==> src/rtl/gpio_lk_pkg.sv <==
package gpio_lk_pkg;

    localparam int ADDR_W       = 12;
    localparam int BANK_PINS    = 32;
    localparam int MAX_BANKS    = 8;
    localparam int BANK_IDX_W   = $clog2(MAX_BANKS);
    localparam int PIN_IDX_W    = $clog2(MAX_BANKS * BANK_PINS);

    localparam logic [ADDR_W-1:0] CTL_BASE  = 12'h100;
    localparam logic [ADDR_W-1:0] LOCK_BASE = 12'h500;
    localparam logic [ADDR_W-1:0] KEY_ADDR  = 12'h520;
    localparam logic [31:0]       UNLOCK_KEY = 32'h00A5_A501;

    typedef enum logic [2:0] {
        RG_NONE,
        RG_OUT,
        RG_IN,
        RG_SET,
        RG_CLR,
        RG_CTL,
        RG_LOCK,
        RG_KEY
    } reg_region_e;

    typedef struct packed {
        reg_region_e            region;
        logic [BANK_IDX_W-1:0]  bank;
        logic [PIN_IDX_W-1:0]   pin;
    } bus_decode_t;

    function automatic bus_decode_t decode_addr(input logic [ADDR_W-1:0] a,
                                                input int nbanks);
        bus_decode_t       d;
        logic [ADDR_W-1:0] rel;
        d.region = RG_NONE;
        d.bank   = a[4:2];
        d.pin    = '0;
        rel      = a - CTL_BASE;
        if (a[1:0] == 2'b00) begin
            if (a[ADDR_W-1:7] == '0) begin
                if (int'(a[4:2]) < nbanks) begin
                    case (a[6:5])
                        2'd0:    d.region = RG_OUT;
                        2'd1:    d.region = RG_IN;
                        2'd2:    d.region = RG_SET;
                        default: d.region = RG_CLR;
                    endcase
                end
            end else if (a >= CTL_BASE &&
                         int'(a) < int'(CTL_BASE) + 4 * nbanks * BANK_PINS) begin
                d.region = RG_CTL;
                d.pin    = rel[PIN_IDX_W+1:2];
            end else if (a[ADDR_W-1:5] == LOCK_BASE[ADDR_W-1:5]) begin
                if (int'(a[4:2]) < nbanks) d.region = RG_LOCK;
            end else if (a == KEY_ADDR) begin
                d.region = RG_KEY;
            end
        end
        return d;
    endfunction

endpackage

==> src/rtl/gpio_lk_decode.sv <==
module gpio_lk_decode
    import gpio_lk_pkg::*;
#(
    parameter int NUM_BANKS = 2
) (
    input  logic [ADDR_W-1:0] addr,
    output bus_decode_t       dec
);
    always_comb dec = decode_addr(addr, NUM_BANKS);
endmodule

==> src/rtl/gpio_lk_sync.sv <==
module gpio_lk_sync #(
    parameter int WIDTH = 64
) (
    input  logic             clk,
    input  logic             rst,
    input  logic [WIDTH-1:0] d,
    output logic [WIDTH-1:0] q
);
    logic [WIDTH-1:0] meta;

    always_ff @(posedge clk) begin
        if (rst) begin
            meta <= '0;
            q    <= '0;
        end else begin
            meta <= d;
            q    <= meta;
        end
    end
endmodule

==> src/rtl/gpio_lk_bank.sv <==
module gpio_lk_bank
    import gpio_lk_pkg::*;
(
    input  logic                 clk,
    input  logic                 rst,
    input  logic                 set_we,
    input  logic                 clr_we,
    input  logic                 lock_we,
    input  logic [BANK_PINS-1:0] ctl_we,
    input  logic [31:0]          wdata,
    output logic [BANK_PINS-1:0] out_q,
    output logic [BANK_PINS-1:0] dir_q,
    output logic [BANK_PINS-1:0] lock_q
);
    logic [BANK_PINS-1:0] free_bits;

    assign free_bits = wdata[BANK_PINS-1:0] & ~lock_q;

    always_ff @(posedge clk) begin
        if (rst) begin
            out_q  <= '0;
            lock_q <= '1;
        end else begin
            if (lock_we) lock_q <= wdata[BANK_PINS-1:0];
            if (set_we)      out_q <= out_q | free_bits;
            else if (clr_we) out_q <= out_q & ~free_bits;
        end
    end

    for (genvar i = 0; i < BANK_PINS; i++) begin : g_dir
        always_ff @(posedge clk) begin
            if (rst)                          dir_q[i] <= 1'b1;
            else if (ctl_we[i] && !lock_q[i]) dir_q[i] <= wdata[0];
        end
    end
endmodule

==> src/rtl/gpio_lock_regs.sv <==
module gpio_lock_regs
    import gpio_lk_pkg::*;
#(
    parameter int NUM_BANKS = 2
) (
    input  logic                          clk,
    input  logic                          rst,
    input  logic [11:0]                   bus_addr,
    input  logic [31:0]                   bus_wdata,
    input  logic                          bus_we,
    output logic [31:0]                   bus_rdata,
    input  logic [NUM_BANKS*32-1:0]       pin_in,
    output logic [NUM_BANKS*32-1:0]       pin_out,
    output logic [NUM_BANKS*32-1:0]       pin_dir_in
);
    localparam int NPINS = NUM_BANKS * BANK_PINS;

    bus_decode_t      dec;
    logic             armed;
    logic [NPINS-1:0] out_all;
    logic [NPINS-1:0] dir_all;
    logic [NPINS-1:0] lock_all;
    logic [NPINS-1:0] in_sync;

    gpio_lk_decode #(.NUM_BANKS(NUM_BANKS)) u_dec (
        .addr (bus_addr),
        .dec  (dec)
    );

    gpio_lk_sync #(.WIDTH(NPINS)) u_sync (
        .clk (clk),
        .rst (rst),
        .d   (pin_in),
        .q   (in_sync)
    );

    // Key arming: only the write immediately after a correct key write counts.
    always_ff @(posedge clk) begin
        if (rst)         armed <= 1'b0;
        else if (bus_we) armed <= (dec.region == RG_KEY) && (bus_wdata == UNLOCK_KEY);
    end

    for (genvar b = 0; b < NUM_BANKS; b++) begin : g_bank
        logic                 hit;
        logic [BANK_PINS-1:0] ctl_we;

        assign hit = bus_we && (dec.bank == BANK_IDX_W'(b));

        for (genvar i = 0; i < BANK_PINS; i++) begin : g_ctl
            assign ctl_we[i] = bus_we && (dec.region == RG_CTL) &&
                               (dec.pin == PIN_IDX_W'(b * BANK_PINS + i));
        end

        gpio_lk_bank u_bank (
            .clk     (clk),
            .rst     (rst),
            .set_we  (hit && dec.region == RG_SET),
            .clr_we  (hit && dec.region == RG_CLR),
            .lock_we (hit && dec.region == RG_LOCK && armed),
            .ctl_we  (ctl_we),
            .wdata   (bus_wdata),
            .out_q   (out_all[b*BANK_PINS +: BANK_PINS]),
            .dir_q   (dir_all[b*BANK_PINS +: BANK_PINS]),
            .lock_q  (lock_all[b*BANK_PINS +: BANK_PINS])
        );
    end

    always_comb begin
        bus_rdata = '0;
        for (int b = 0; b < NUM_BANKS; b++) begin
            if (dec.bank == BANK_IDX_W'(b)) begin
                case (dec.region)
                    RG_OUT:  bus_rdata = out_all[b*BANK_PINS +: BANK_PINS];
                    RG_IN:   bus_rdata = in_sync[b*BANK_PINS +: BANK_PINS];
                    RG_LOCK: bus_rdata = lock_all[b*BANK_PINS +: BANK_PINS];
                    default: ;
                endcase
            end
        end
        if (dec.region == RG_CTL) begin
            for (int p = 0; p < NPINS; p++) begin
                if (dec.pin == PIN_IDX_W'(p)) bus_rdata = {31'b0, dir_all[p]};
            end
        end
    end

    assign pin_out    = out_all;
    assign pin_dir_in = dir_all;
endmodule

==> config.mk <==
export PLATFORM = sky130hd
export DESIGN_NAME = gpio_lock_regs
export DESIGN_NICKNAME = d
export VERILOG_FILES = /design/src/rtl/gpio_lk_pkg.sv /design/src/rtl/gpio_lk_decode.sv /design/src/rtl/gpio_lk_sync.sv /design/src/rtl/gpio_lk_bank.sv /design/src/rtl/gpio_lock_regs.sv
export SDC_FILE = /design/constraint.sdc
export NUM_CORES = 1
export LEC_CHECK = 0
export ABC_CLOCK_PERIOD_IN_PS = 5600
export BUFFER_PORTS_ARGS = -buffer_cell sky130_fd_sc_hd__buf_2
export CORE_UTILIZATION = 40
export CTS_CLUSTER_SIZE = 28
export DETAILED_ROUTE_END_ITERATION = 16
export PLACE_DENSITY = 0.69
export SETUP_SLACK_MARGIN = 0.5
export SLEW_MARGIN = 10
export SYNTH_ARGS = -nofsm -noshare
export SYNTH_HDL_FRONTEND = slang
export SYNTH_HIERARCHICAL = 1
export SYNTH_SLANG_ARGS = --single-unit
==> constraint.sdc <==
create_clock -name clk -period 5.6 [get_ports clk]
set_input_delay 0.84 -clock clk [delete_from_list [all_inputs] [get_ports clk]]
set_output_delay 0.84 -clock clk [all_outputs]
set_load 0.03 [all_outputs]
Word-level counts from Yosys, hierarchy flattened
Cells that the tools add are included.
{ "word_totals": {"out_inout_bits": 160, "input_bits": 111, "word_cells": 457, "regBits": 321} }
{ "op_classes": {"n_bitwise": 10, "reduce_logical": 212, "n_addsub": 1, "muxes": 84, "n_eq_ne": 76, "magnitude_cmp": 3} }
{ "ops": {"columns": ["op", "n"], "rows": [
  ["32-bit two-way mux", 71],
  ["8-bit by 6-bit equality test with 1-bit output (second input constant)", 32],
  ["32-bit case mux with 3 select lines", 2],
  ["1-bit logical AND", 141],
  ["32-bit AND", 4],
  ["8-bit by 5-bit equality test with 1-bit output (second input constant)", 16],
  ["32-bit inverter", 4],
  ["8-bit by 4-bit equality test with 1-bit output (second input constant)", 8],
  ["1-bit logical NOT", 64],
  ["32-bit OR", 2],
  ["32-bit by 24-bit equality test with 1-bit output (second input constant)", 1],
  ["8-bit by 3-bit equality test with 1-bit output (second input constant)", 4],
  ["8-bit two-way mux", 3],
  ["3-bit two-way mux", 7],
  ["8-bit by 2-bit equality test with 1-bit output (second input constant)", 2],
  ["12-bit by 11-bit equality test with 1-bit output (second input constant)", 1],
  ["3-bit equality test (second input constant)", 4],
  ["12-bit by 9-bit greater-or-equal comparator with 1-bit output (second input constant)", 1],
  ["12-bit by 10-bit less-than comparator with 1-bit output (second input constant)", 1],
  ["10-bit by 9-bit subtractor with 10-bit output (second input constant)", 1],
  ["3-bit case mux with 3 select lines", 1],
  ["8-bit by 1-bit equality test with 1-bit output (second input constant)", 1],
  ["8-bit logical NOT", 1],
  ["7-bit by 6-bit equality test with 1-bit output (second input constant)", 1],
  ["other kinds (9)", 13]
]} }

Depth between registers and ports, before layout
{ "logic_depth": {"ltp_word": 76, "ltp_mapped": 16, "mapped_depth_nobuf": 13} }

By module
Netlist, hierarchy kept.
{ "by_module_without_submodules": {"columns": ["mod", "seq_area_each_um2", "cells_per_inst", "n_inst", "area_per_inst_um2"], "rows": [
  ["gpio_lk_bank", 1921.8, 379, 2, 4186.5],
  ["gpio_lock_regs", 20.0, 541, 1, 3473.3],
  ["gpio_lk_sync", 2562.5, 270, 1, 3464.6],
  ["gpio_lk_decode", 0.0, 50, 1, 337.8]
]} }

Worst setup path after synthesis
No wires, ideal clock.
{ "synth_path": {"path_kind": "input -> output", "start": "in bus_addr[9]", "end": "out bus_rdata[0]", "t_required_ps": 4760, "setup_slack_ps": 1058, "path_stages": 14, "arrival_ps": 3702, "path_buffers": 1, "cell_sequence": "inv_1 ha_1 nor4b_4 and4_1 nand2b_1 a311oi_1 nor3b_2 buf_2 a22oi_1 a211oi_2 nand3_1 a21oi_1 o311ai_1 a21oi_1"} }
{ "synth_lines": {"columns": ["item", "line_no", "source"], "rows": [
  ["start: declaration", "gpio_lock_regs.sv:8", "input logic [11:0] bus_addr,"],
  ["end: declaration", "gpio_lock_regs.sv:11", "output logic [31:0] bus_rdata,"]
]} }

==> reports/metrics.yaml <==
place:
  place_congestion: 0.920
  dp_hpwl_mm: 37.0
  buffer_ports.inserted: 270
  placed_cells_incl_taps: 2314
synthesis:
  ys_async_sr_fraction_pct: 0
  synth.top_cells.by_area: "dfxtp_1 (41%), mux2i_1 (6.5%), nor2b_1 (5.6%)"
  synthAdderAreaFrac_pct: 0.400
  netlist-cell-type-count: 72
  yosysSeqAreaShare_pct: 41.1
  yosys_most_used_dff: "dfxtp_1"
  synth_edf_count: 0
  warning_count_from_the_yosys_run: 6
  synth_xor_xnor_area_share_pct: 0
  yosys.area.top_type_share_pct: 41.1
  postSynthNetCount: 1735
  post_synth_inst_count: 1619
  synth.largest_area_cell: "dfxtp_1"
  synth_simple_gate_area_share_pct: 28.6
  synth_top_family_by_area: "simple AND/OR/NAND/NOR gates"
  synth.area.mux_share_pct: 8.97
  syn-cell-area_um2: 15600
  synth_compound_area_share_pct: 15.5
  postSynthAreaPerCell_um2: 9.67
  synth_seq_cells: 321
sta:
  finalCritPeriodShare_pct: 89.3
  rsz0062_at_grt: "true"
  finClkSkew_ps: 20.1
  timing_max_transition_violations_final: 0
  tns_ps: 0
  timing_hold_violations_final: 0
  slew_headroom_pct: 43.7
  finalCriticalPeriod_ps: 5000
  timing.fmax_mhz: 200
  worst_pin_slew_ps: 837
  final-setup-viol-count: 0
min_path:
  min_to: "u_sync/q[50]$_SDFF_PP0_"
  worstHoldPathType: "flip-flop to flip-flop"
  hold_path.startpoint: "u_sync/meta[50]$_SDFF_PP0_"
  whs_path_depth: 1
worst_setup_path:
  worst-endpoint-arrival_ps: 4160
  rrSetupSlack_ps: 3970
  regToRegEndpoint: "g_bank[0].u_bank/lock_q[24]$_SDFFE_PP1P_"
  worst_path_max_delay_cell: "a211oi_4"
  path_max_fanout: 25
  worst_reg_to_reg_path_cell_count: 5
  critPathMaxStageDelay_ps: 520
  critical_path.most_common_cell: "buf_2"
  cp.required_ps: 4760
  timing.setup.critical_path_class: "input port to primary output"
  worst_setup_path_end_kind: "primary output"
  cp-start-kind: "input port"
  rr_startpoint: "armed$_SDFFE_PP0P_"
  crit_path_cell_trace: "buf_2, inv_1, ha_1, nor4b_4, and4_1, a221oi_1, a211oi_4, buf_6, nand3b_1, o31ai_1, a221o_1, a221oi_2, a21oi_1, buf_2"
run_status:
  run_status: "finished, final reports clean"
layout:
  fill_cells: 3688
  multiInputGateArea_um2: 8460
  areaGrowthSynthToFinish_pct: 18.2
  register_area_um2: 6430
  share_of_post_route_cells_with_drive_strength_above_1_pct: 27.3
  finish.cell_count_without_fillers: 2378
  finalNetCount: 1948
grt:
  maximum_number_of_pins_on_one_net_before_global_route_repair: 167
  global_route_wire_length_before_repair_mm: 75.9
  first_global_vias: 12352
  number_of_antenna_violations_at_the_first_check_in_global_routing: 4
  grt.overflow.total: 0
  grt_usage_pct: 25.0
power:
  power.total_mw: 5.05
  p_clk_share_pct: 48.9
  power.combinational.fraction_pct: 4.8
  power.static_leakage_nw: 7.07
  seqPwrFrac_pct: 46.3
  power_density_relative_to_cell_area_nw_per_um2: 273
  power.switching_mw: 1.09
  swShare_pct: 21.5
  ir_worst_vdd_mv: 0.261
  p_int_mw: 3.97
detailed_routing:
  postRouteAntennaNets: 0
  drc: 0
  route.final.wire_length_mm: 51.7
  router_iterations_before_antenna_repair: 5
  detail_route.wl_per_cell_um: 21.7
  number_of_drc_violations_after_detailed_routing_iteration_0: 1305
  via_per_inst: 5.69
  dr_total_vias: 13524
die:
  floorplan.io_pins: 271
  die_extent_in_x_um: 200
  core-area_um2: 38600
  die-height_um: 200
  floorplan.initialDensity_pct: 40.5
  std_cell_rows: 72
  die_area_um2: 39900
clock_network:
  cts_root_buf: "clkbuf_16"
  cts.reportedPaths.clkPinSlew_ps: 70
  clkLatencyLatePin_ps: 530
  clockBufferDepth: 3
  cts_num_sinks: 321
  cts-htree-levels: 2
  cts_setup_buffers: 0
  cts-hold-fix-buffers: 0
  tritoncts_clock_tree: "built"
  numCtsBuffers: 34
run:
  max_cap_viol_count: 0
metrics by stage:
stage / cell area [um2] / utilization, % / hold slack, ps / worst slack [ps]
2_1_floorplan: 15600 / - / 414 / 1060
3_3_place_gp: 17200 / 44.5 / 419 / 456
3_5_place_dp: 17200 / 44.5 / 424 / 380
4_1_cts: 18500 / 47.8 / 433 / 562
5_1_grt: 18500 / 47.9 / 443 / 469
6_report: 18500 / 47.9 / 433 / 597
critical path: cells and delay by family:
kind | cells | cell delay [ps]
AO/OA/AOI/OAI | 6 | 1530
adder cells (fa/ha/maj) | 1 | 160
AND/OR/NAND/NOR | 3 | 830
buffers and inverters | 4 | 800
cell usage in the layout (no fill, tap or decap), types with 4 or more instances in the layout:
master     count
dfxtp_1      321
buf_2        269
nor2b_1      140
nor2_1       121
mux2i_1      102
nand2_1       91
nand2b_1      76
nand3b_1      68
a211o_1       67
and3b_1       55
a21oi_1       49
nor4bb_1      39
a31o_2        38
a211oi_1      36
clkbuf_16     35
mux2_2        34
a221oi_1      34
buf_4         32
and4bb_2      29
a31o_1        27
o21ai_0       16
nand3_1       13
inv_1         12
and3b_2       10
nor3_1         9
clkbuf_8       9
o22ai_1        7
nor4_1         6
bufinv_16      6
clkbuf_1       5
ha_1           5
a22oi_1        4
nand4_1        4
clkinv_2       4
power by group through the flow:
stage | combinational, mW | clock [mW] | sequential [mW]
after floorplan | 0.155 | 0 | 2.38
after global placement | 0.238 | 0 | 2.39
after detailed placement | 0.241 | 0 | 2.39
after CTS | 0.242 | 2.51 | 2.34
after global routing | 0.264 | 2.60 | 2.34
final | 0.245 | 2.47 | 2.34
worst max path at each step:
stage	to	slack (ps)	from
floorplan	bus_rdata[0]	1060	bus_addr[9]
global placement	bus_rdata[0]	460	bus_addr[9]
detailed placement	bus_rdata[0]	380	bus_addr[9]
CTS	bus_rdata[0]	560	bus_addr[9]
global route	bus_rdata[0]	470	bus_addr[5]
finish	bus_rdata[0]	600	bus_addr[9]
routing by layer:
metal / GRT usage [%] / vias up / part of all wire, %
met5: 0 / - / 0
met4: 10.7 / 0 / 3.8
met3: 3.26 / 89 / 6.6
met2: 37.0 / 579 / 42
met1: 36.1 / 6536 / 47
li1: - / 6320 / -
cell usage after synthesis (all sizes together), types with 7 or more instances:
| library cell | instances |
|---|---|
| a31o | 65 |
| and4bb | 29 |
| nand2b | 77 |
| mux2i | 102 |
| nor2b | 141 |
| and3b | 65 |
| a211oi | 38 |
| dfxtp | 321 |
| nor3 | 13 |
| nand2 | 91 |
| o21ai | 20 |
| inv | 14 |
| nor4 | 7 |
| nor4bb | 39 |
| nand3 | 14 |
| mux2 | 34 |
| a211o | 67 |
| buf | 88 |
| nand3b | 68 |
| a21oi | 49 |
| o22ai | 7 |
| and2 | 7 |
| clkbuf | 41 |
| a221oi | 35 |
| nor2 | 126 |
area by class of cell:
class                   instances  share of cell area (%)
multi-input cells            1155                    45.8
clock inverters                12                    1.18
inverters                      14                   0.284
well taps                     518                    3.50
diodes                          3                  0.0406
repair buffers                306                    8.98
clock buffers                  49                    5.51
flip-flops and latches        321                    34.7
timing repair:
item,CTS,global route
hold endpoints to repair,0,0
resized for setup,3,9
setup endpoints to repair,1,11
pin swaps,0,1
cell families (layout without fill, tap and decap cells):
logic type      Yosys count  in the layout
other cells               0              3
buf+inv                 143            381
mux                     136            136
fa+ha+maj                 5              5
simple gates            701            701
compound gates          313            313
flops                   321            321
(Power assumes the default switching activity.)
